==> src/rtl/iso_cycle_pkg.sv <==
package iso_cycle_pkg;
  typedef struct packed {
    logic sub_gap;   // subaction gap pulse
    logic rst_gap;   // arbitration reset gap pulse
    logic gap_ok;    // idle run already long enough for a start
  } gap_info_t;

  function automatic int cnt_width(input int max_val);
    return (max_val < 2) ? 1 : $clog2(max_val + 1);
  endfunction
endpackage

==> src/rtl/icc_gap_classifier.sv <==
module icc_gap_classifier
  import iso_cycle_pkg::*;
#(
  parameter int SUBACT_GAP  = 49,
  parameter int ARB_RST_GAP = 98
) (
  input  logic      clk_i,
  input  logic      rst_ni,
  input  logic      bus_idle_i,
  output gap_info_t gap_o
);
  localparam int W = cnt_width(ARB_RST_GAP);
  localparam logic [W-1:0] SUB_N  = W'(SUBACT_GAP);
  localparam logic [W-1:0] SUB_M1 = W'(SUBACT_GAP - 1);
  localparam logic [W-1:0] RST_N  = W'(ARB_RST_GAP);
  localparam logic [W-1:0] RST_M1 = W'(ARB_RST_GAP - 1);

  logic [W-1:0] idle_cnt_q;
  logic         sub_q, rst_q;

  always_ff @(posedge clk_i or negedge rst_ni) begin
    if (!rst_ni) begin
      idle_cnt_q <= '0;
      sub_q      <= 1'b0;
      rst_q      <= 1'b0;
    end else begin
      if (!bus_idle_i)             idle_cnt_q <= '0;
      else if (idle_cnt_q != RST_N) idle_cnt_q <= idle_cnt_q + 1'b1;
      sub_q <= bus_idle_i && (idle_cnt_q == SUB_M1);
      rst_q <= bus_idle_i && (idle_cnt_q == RST_M1);
    end
  end

  always_comb begin
    gap_o.sub_gap = sub_q;
    gap_o.rst_gap = rst_q;
    gap_o.gap_ok  = (idle_cnt_q >= SUB_N);
  end
endmodule

==> src/rtl/icc_cycle_timer.sv <==
module icc_cycle_timer #(
  parameter int CYCLE_TICKS = 6144,
  parameter int DELAY_W     = 16
) (
  input  logic               clk_i,
  input  logic               rst_ni,
  input  logic               is_root_i,
  input  logic               gap_ok_i,
  input  logic               inhibit_i,
  output logic               fire_o,
  output logic               cycle_start_o,
  output logic [DELAY_W-1:0] start_delay_o
);
  localparam int CW = iso_cycle_pkg::cnt_width(CYCLE_TICKS);
  localparam logic [CW-1:0]      LAST  = CW'(CYCLE_TICKS - 1);
  localparam logic [DELAY_W-1:0] D_MAX = '1;

  logic [CW-1:0]      cyc_q;
  logic               pend_q, cs_q;
  logic [DELAY_W-1:0] dly_q, sd_q;
  logic               tick;

  assign tick   = is_root_i && (cyc_q == LAST);
  assign fire_o = pend_q && is_root_i && gap_ok_i && !inhibit_i;

  always_ff @(posedge clk_i or negedge rst_ni) begin
    if (!rst_ni) begin
      cyc_q  <= '0;
      pend_q <= 1'b0;
      dly_q  <= '0;
      sd_q   <= '0;
      cs_q   <= 1'b0;
    end else begin
      if (!is_root_i || tick) cyc_q <= '0;
      else                    cyc_q <= cyc_q + 1'b1;

      // a tick at the issuing edge is merged into that start
      if (!is_root_i || fire_o) pend_q <= 1'b0;
      else if (tick)            pend_q <= 1'b1;

      if (tick && !pend_q)              dly_q <= '0;
      else if (pend_q && dly_q != D_MAX) dly_q <= dly_q + 1'b1;

      cs_q <= fire_o;
      if (fire_o) sd_q <= dly_q;
    end
  end

  assign cycle_start_o = cs_q;
  assign start_delay_o = sd_q;
endmodule

==> src/rtl/icc_iso_watchdog.sv <==
module icc_iso_watchdog #(
  parameter int ISO_LIMIT = 4915
) (
  input  logic clk_i,
  input  logic rst_ni,
  input  logic bus_reset_i,
  input  logic iso_active_i,
  input  logic fire_i,
  output logic over_alloc_o
);
  localparam int W = iso_cycle_pkg::cnt_width(ISO_LIMIT);
  localparam logic [W-1:0] LIM    = W'(ISO_LIMIT);
  localparam logic [W-1:0] LIM_M1 = W'(ISO_LIMIT - 1);

  logic [W-1:0] iso_cnt_q;
  logic         over_q;

  always_ff @(posedge clk_i or negedge rst_ni) begin
    if (!rst_ni) begin
      iso_cnt_q <= '0;
      over_q    <= 1'b0;
    end else begin
      if (fire_i)                             iso_cnt_q <= '0;
      else if (iso_active_i && iso_cnt_q != LIM) iso_cnt_q <= iso_cnt_q + 1'b1;

      if (bus_reset_i)                              over_q <= 1'b0;
      else if (iso_active_i && iso_cnt_q == LIM_M1) over_q <= 1'b1;
    end
  end

  assign over_alloc_o = over_q;
endmodule

==> src/rtl/icc_fairness.sv <==
module icc_fairness (
  input  logic clk_i,
  input  logic rst_ni,
  input  logic bus_reset_i,
  input  logic rst_gap_i,
  input  logic arb_won_i,
  input  logic iso_req_i,
  input  logic async_req_i,
  output logic arb_enable_o,
  output logic arb_req_o
);
  logic en_q;

  always_ff @(posedge clk_i or negedge rst_ni) begin
    if (!rst_ni)          en_q <= 1'b1;
    else if (bus_reset_i) en_q <= 1'b1;
    else if (arb_won_i)   en_q <= 1'b0;
    else if (rst_gap_i)   en_q <= 1'b1;
  end

  assign arb_enable_o = en_q;
  // isochronous requests bypass the fairness flag
  assign arb_req_o    = iso_req_i | (async_req_i & en_q);
endmodule

==> src/rtl/iso_cycle_ctrl.sv <==
module iso_cycle_ctrl
  import iso_cycle_pkg::*;
#(
  parameter int CYCLE_TICKS = 6144,
  parameter int SUBACT_GAP  = 49,
  parameter int ARB_RST_GAP = 98,
  parameter int ISO_LIMIT   = 4915,
  parameter int DELAY_W     = 16
) (
  input  logic               clk_i,
  input  logic               rst_ni,
  input  logic               bus_reset_i,
  input  logic               bus_idle_i,
  input  logic               is_root_i,
  input  logic               iso_active_i,
  input  logic               iso_req_i,
  input  logic               async_req_i,
  input  logic               arb_won_i,
  output logic               cycle_start_o,
  output logic [DELAY_W-1:0] start_delay_o,
  output logic               subact_gap_o,
  output logic               arb_rst_gap_o,
  output logic               arb_enable_o,
  output logic               arb_req_o,
  output logic               over_alloc_o
);
  gap_info_t gap;
  logic      fire;
  logic      over;

  icc_gap_classifier #(
    .SUBACT_GAP (SUBACT_GAP),
    .ARB_RST_GAP(ARB_RST_GAP)
  ) u_gap (
    .clk_i     (clk_i),
    .rst_ni    (rst_ni),
    .bus_idle_i(bus_idle_i),
    .gap_o     (gap)
  );

  icc_cycle_timer #(
    .CYCLE_TICKS(CYCLE_TICKS),
    .DELAY_W    (DELAY_W)
  ) u_timer (
    .clk_i        (clk_i),
    .rst_ni       (rst_ni),
    .is_root_i    (is_root_i),
    .gap_ok_i     (gap.gap_ok),
    .inhibit_i    (over),
    .fire_o       (fire),
    .cycle_start_o(cycle_start_o),
    .start_delay_o(start_delay_o)
  );

  icc_iso_watchdog #(
    .ISO_LIMIT(ISO_LIMIT)
  ) u_wdog (
    .clk_i       (clk_i),
    .rst_ni      (rst_ni),
    .bus_reset_i (bus_reset_i),
    .iso_active_i(iso_active_i),
    .fire_i      (fire),
    .over_alloc_o(over)
  );

  icc_fairness u_fair (
    .clk_i       (clk_i),
    .rst_ni      (rst_ni),
    .bus_reset_i (bus_reset_i),
    .rst_gap_i   (gap.rst_gap),
    .arb_won_i   (arb_won_i),
    .iso_req_i   (iso_req_i),
    .async_req_i (async_req_i),
    .arb_enable_o(arb_enable_o),
    .arb_req_o   (arb_req_o)
  );

  assign subact_gap_o  = gap.sub_gap;
  assign arb_rst_gap_o = gap.rst_gap;
  assign over_alloc_o  = over;
endmodule

==> config.mk <==
export PLATFORM = sky130hd
export DESIGN_NAME = iso_cycle_ctrl
export DESIGN_NICKNAME = d
export VERILOG_FILES = /design/src/rtl/iso_cycle_pkg.sv /design/src/rtl/icc_gap_classifier.sv /design/src/rtl/icc_cycle_timer.sv /design/src/rtl/icc_iso_watchdog.sv /design/src/rtl/icc_fairness.sv /design/src/rtl/iso_cycle_ctrl.sv
export SDC_FILE = /design/constraint.sdc
export NUM_CORES = 1
export LEC_CHECK = 0
export ABC_AREA = 1
export BUFFER_PORTS_ARGS = -buffer_cell sky130_fd_sc_hd__buf_2
export CAP_MARGIN = 5
export CORE_MARGIN = 4
export CORE_UTILIZATION = 50
export DETAILED_ROUTE_END_ITERATION = 8
export HOLD_SLACK_MARGIN = 0.05
export PLACE_DENSITY = 0.71
export REMOVE_ABC_BUFFERS = 1
export SYNTH_ARGS = -nofsm -noshare
export SYNTH_HDL_FRONTEND = slang
export SYNTH_SLANG_ARGS = --single-unit
==> constraint.sdc <==
create_clock -name clk_i -period 1.3 [get_ports clk_i]
set_input_delay 0.195 -clock clk_i [delete_from_list [all_inputs] [get_ports clk_i]]
set_output_delay 0.195 -clock clk_i [all_outputs]
set_load 0.01 [all_outputs]
==> results.cfg <==
[finish]
drive_gt1_share_pct = 43.55
fin_area_um2 = 5829
multiInputGateArea_um2 = 2300
diodes = 0
nFillCells = 416
utilization_pct = 79.52
nets = 648
seq_area_um2 = 1780
fin_cells = 735
area_delta_synth_final_pct = 52.55

[synth]
avgSynthCellArea_um2 = 7.895
synth_edf_count = 0
yosys-top-cells-count = nand2_1 (146), dfrtp_1 (70), nor2_1 (61)
syn_area_um2 = 3821
synthFlopType = dfrtp_1
synth.ff_latch_count = 71
ys_types = 33
async_reset_ff_share_pct = 100.0
yosysSeqAreaShare_pct = 46.53
synth.most_common_cell = nand2_1
synthCells = 484
synth_top_area_cell = dfrtp_1
synth_area_leaders = dfrtp_1 (46%), nand2_1 (14%), nor2_1 (6.0%)
synth_top_area_share_pct = 45.84
synth_warnings = 0

[cts]
htreeDepth = 3
numCtsBuffers = 9
clk_latency_ps = 360
cts-root-buf = clkbuf_8
cts.sinks = 71
cts_buffer_depth = 2
clk_pin_slew_ps = 80
cts_tree = done

[global_route]
groute.usage.overall_pct = 24.44
antenna_found_initial = 0
grt_max_degree = 72
grt_overflow = 0
grt_pass1_wl_um = 17530
grt_pass1_vias = 3891

[critical_path]
worstSetupPathType = register to register
end_kind = register
critPathArrivalTime_ps = 1860
cp_max_fo = 5
rr_worst_depth = 10
cp-start-kind = register
cp.required_ps = 1550

[route]
first_pass_iters = 7
num_vias = 3976
wl_met2_um = 6425
wire_per_inst_um = 16.54
highest_layer = met4
drt_first_iter_violations = 226
postRouteAntennaNets = 0
wl_met1_um = 4838
wirelength_um = 12160
vias_per_cell = 5.410
post-route-drc-count = 0
wl_met3_um = 535

[sta]
maxSlewHeadroom_pct = 70.27
fin_crit_sh_pct = 123.6
setup_viol = 68
hold_viol = 0
fmax_ghz = 0.6224
finalCriticalPeriod_ps = 1607
tightest_slew_ps = 445.4
finalClockSkew_ps = 11.81
rsz0062_at_grt = yes
fin_ws_ps = -306.7
drv_slew = 0

[placed_design]
place_congestion = 0.8710
placed_area_um2 = 4643
hpwl_um = 6533
io_buffers = 30
place_ws_ps = -360.4
dp.cells = 686

[floorplan]
rows = 31
core_area_um2 = 7331
die_h_um = 95.42
fp.dieW_um = 95.42
initial_core_util_pct = 52.12
io_pins = 31
die-area_um2 = 9105

[min_path]
hold_path.class = input pin to register
min_delay_path_depth = 3

[run]
drv_cap = 0

[power]
swShare_pct = 29.17
p_int_mw = 4.063
p_leak_nw = 2.846
powerDensity_nw_per_um2 = 984.0
power_mw = 5.736
power.share.clock_pct = 35.1
combPwrFrac_pct = 21.8
peakVddDrop_mv = 0.6277
p_seq_share_pct = 43.1
p_switching_mw = 1.673

[outcome]
violations = negative setup slack
outcome = finished with violations
kinds of logic after synthesis:
family | Yosys count | synth area share [%]
buffers and inverters | 57 | 7.138
XOR/XNOR | 14 | 3.209
flip-flops | 71 | 46.53
AND/OR/NAND/NOR | 292 | 34.58
AO/OA/AOI/OAI | 42 | 5.927
adder cells (fa/ha/maj) | 8 | 2.620
layer usage:
metal  vias up  GRT usage [%]
met2       138          42.51
met4         0          9.479
li1       1853              -
met1      1949          30.13
met5         -              0
met3        36          4.341
layout make-up:
type,count,area share (%)
Inverter,46,3.348
Sequential cell,71,30.54
Clock inverter,6,1.438
Timing Repair inverter,2,0.3005
Tap cell,99,2.125
Clock buffer,10,2.361
Multi-Input combinational cell,357,39.45
Timing Repair Buffer,144,20.43
worst max-delay path, cell delays in order, from the launching register on:
cell	delay, ps
dfrtp_1	380
ha_2	200
nand2_2	70
inv_2	80
nand2_4	70
nor2_8	130
nand4_4	200
nand2_8	180
inv_8	60
nand2_1	70
nand2_1	60
flip-flops by register name (all words and copies together), names as in the netlist, 7 cells and up:
signal / cells
u_gap.idle_cnt_q: 7
u_timer.cyc_q: 13
u_timer.dly_q: 16
u_timer.start_delay_o: 16
u_wdog.iso_cnt_q: 13
power by group through the flow:
stage,sequential (mW),combinational [mW],clock [mW]
global route,2.48,1.34,2.13
global placement,2.47,0.720,0
detailed placement,2.48,0.749,0
floorplan,2.48,0.380,0
finish,2.47,1.25,2.01
CTS,2.43,0.931,2.01
cells in the final DEF (no fill, tap or decap), types with 6 or more instances in the layout:
cell type,n
nand2_2,31
nand3b_1,12
buf_6,14
buf_2,30
nand2_1,106
nand3_1,22
nand3_2,6
o21ai_0,6
buf_4,87
nand2_4,13
o21ai_2,10
a21oi_1,8
nand4_1,16
clkbuf_8,10
nor2_2,12
o21ai_1,10
inv_1,37
nor2_4,9
dfrtp_1,68
nor2_1,46
xor2_1,10
final timing paths:
path | slack (ps) | startpoint | endpoint
max reg2reg | -310 | u_timer.cyc_q[0]$_DFF_PN0_ | u_timer.dly_q[14]$_DFFE_PN0P_
min reg2reg | 480 | u_timer.start_delay_o[2]$_DFFE_PN0N_ | u_timer.start_delay_o[2]$_DFFE_PN0N_
max in group asynchronous | 580 | rst_ni | u_wdog.iso_cnt_q[2]$_DFFE_PN0P_
max | -310 | u_timer.cyc_q[0]$_DFF_PN0_ | u_timer.dly_q[14]$_DFFE_PN0P_
min in group asynchronous | 390 | rst_ni | u_gap.idle_cnt_q[6]$_DFFE_PN0P_
min | 130 | bus_idle_i | u_gap.idle_cnt_q[6]$_DFFE_PN0P_
what timing repair did:
action / in CTS / in global routing
endpoints found under the setup margin: 62 / 66
pin swaps: 24 / 37
resized for setup: 91 / 95
hold endpoints to repair: 72 / 0
gates cloned: 6 / 2
hold buffers: 3 / 0
buffers inserted: 13 / 13
metrics by stage:
| step | TNS [ps] | hold WS, ps |
|---|---|---|
| CTS | -8039 | 118.5 |
| floorplan | -12570 | -100.6 |
| global placement | -7521 | 252.4 |
| global route | -17670 | 139.9 |
| detailed placement | -10130 | 257.9 |
| finish | -12230 | 132.8 |
No activity file was read; power rests on OpenSTA's default activity.
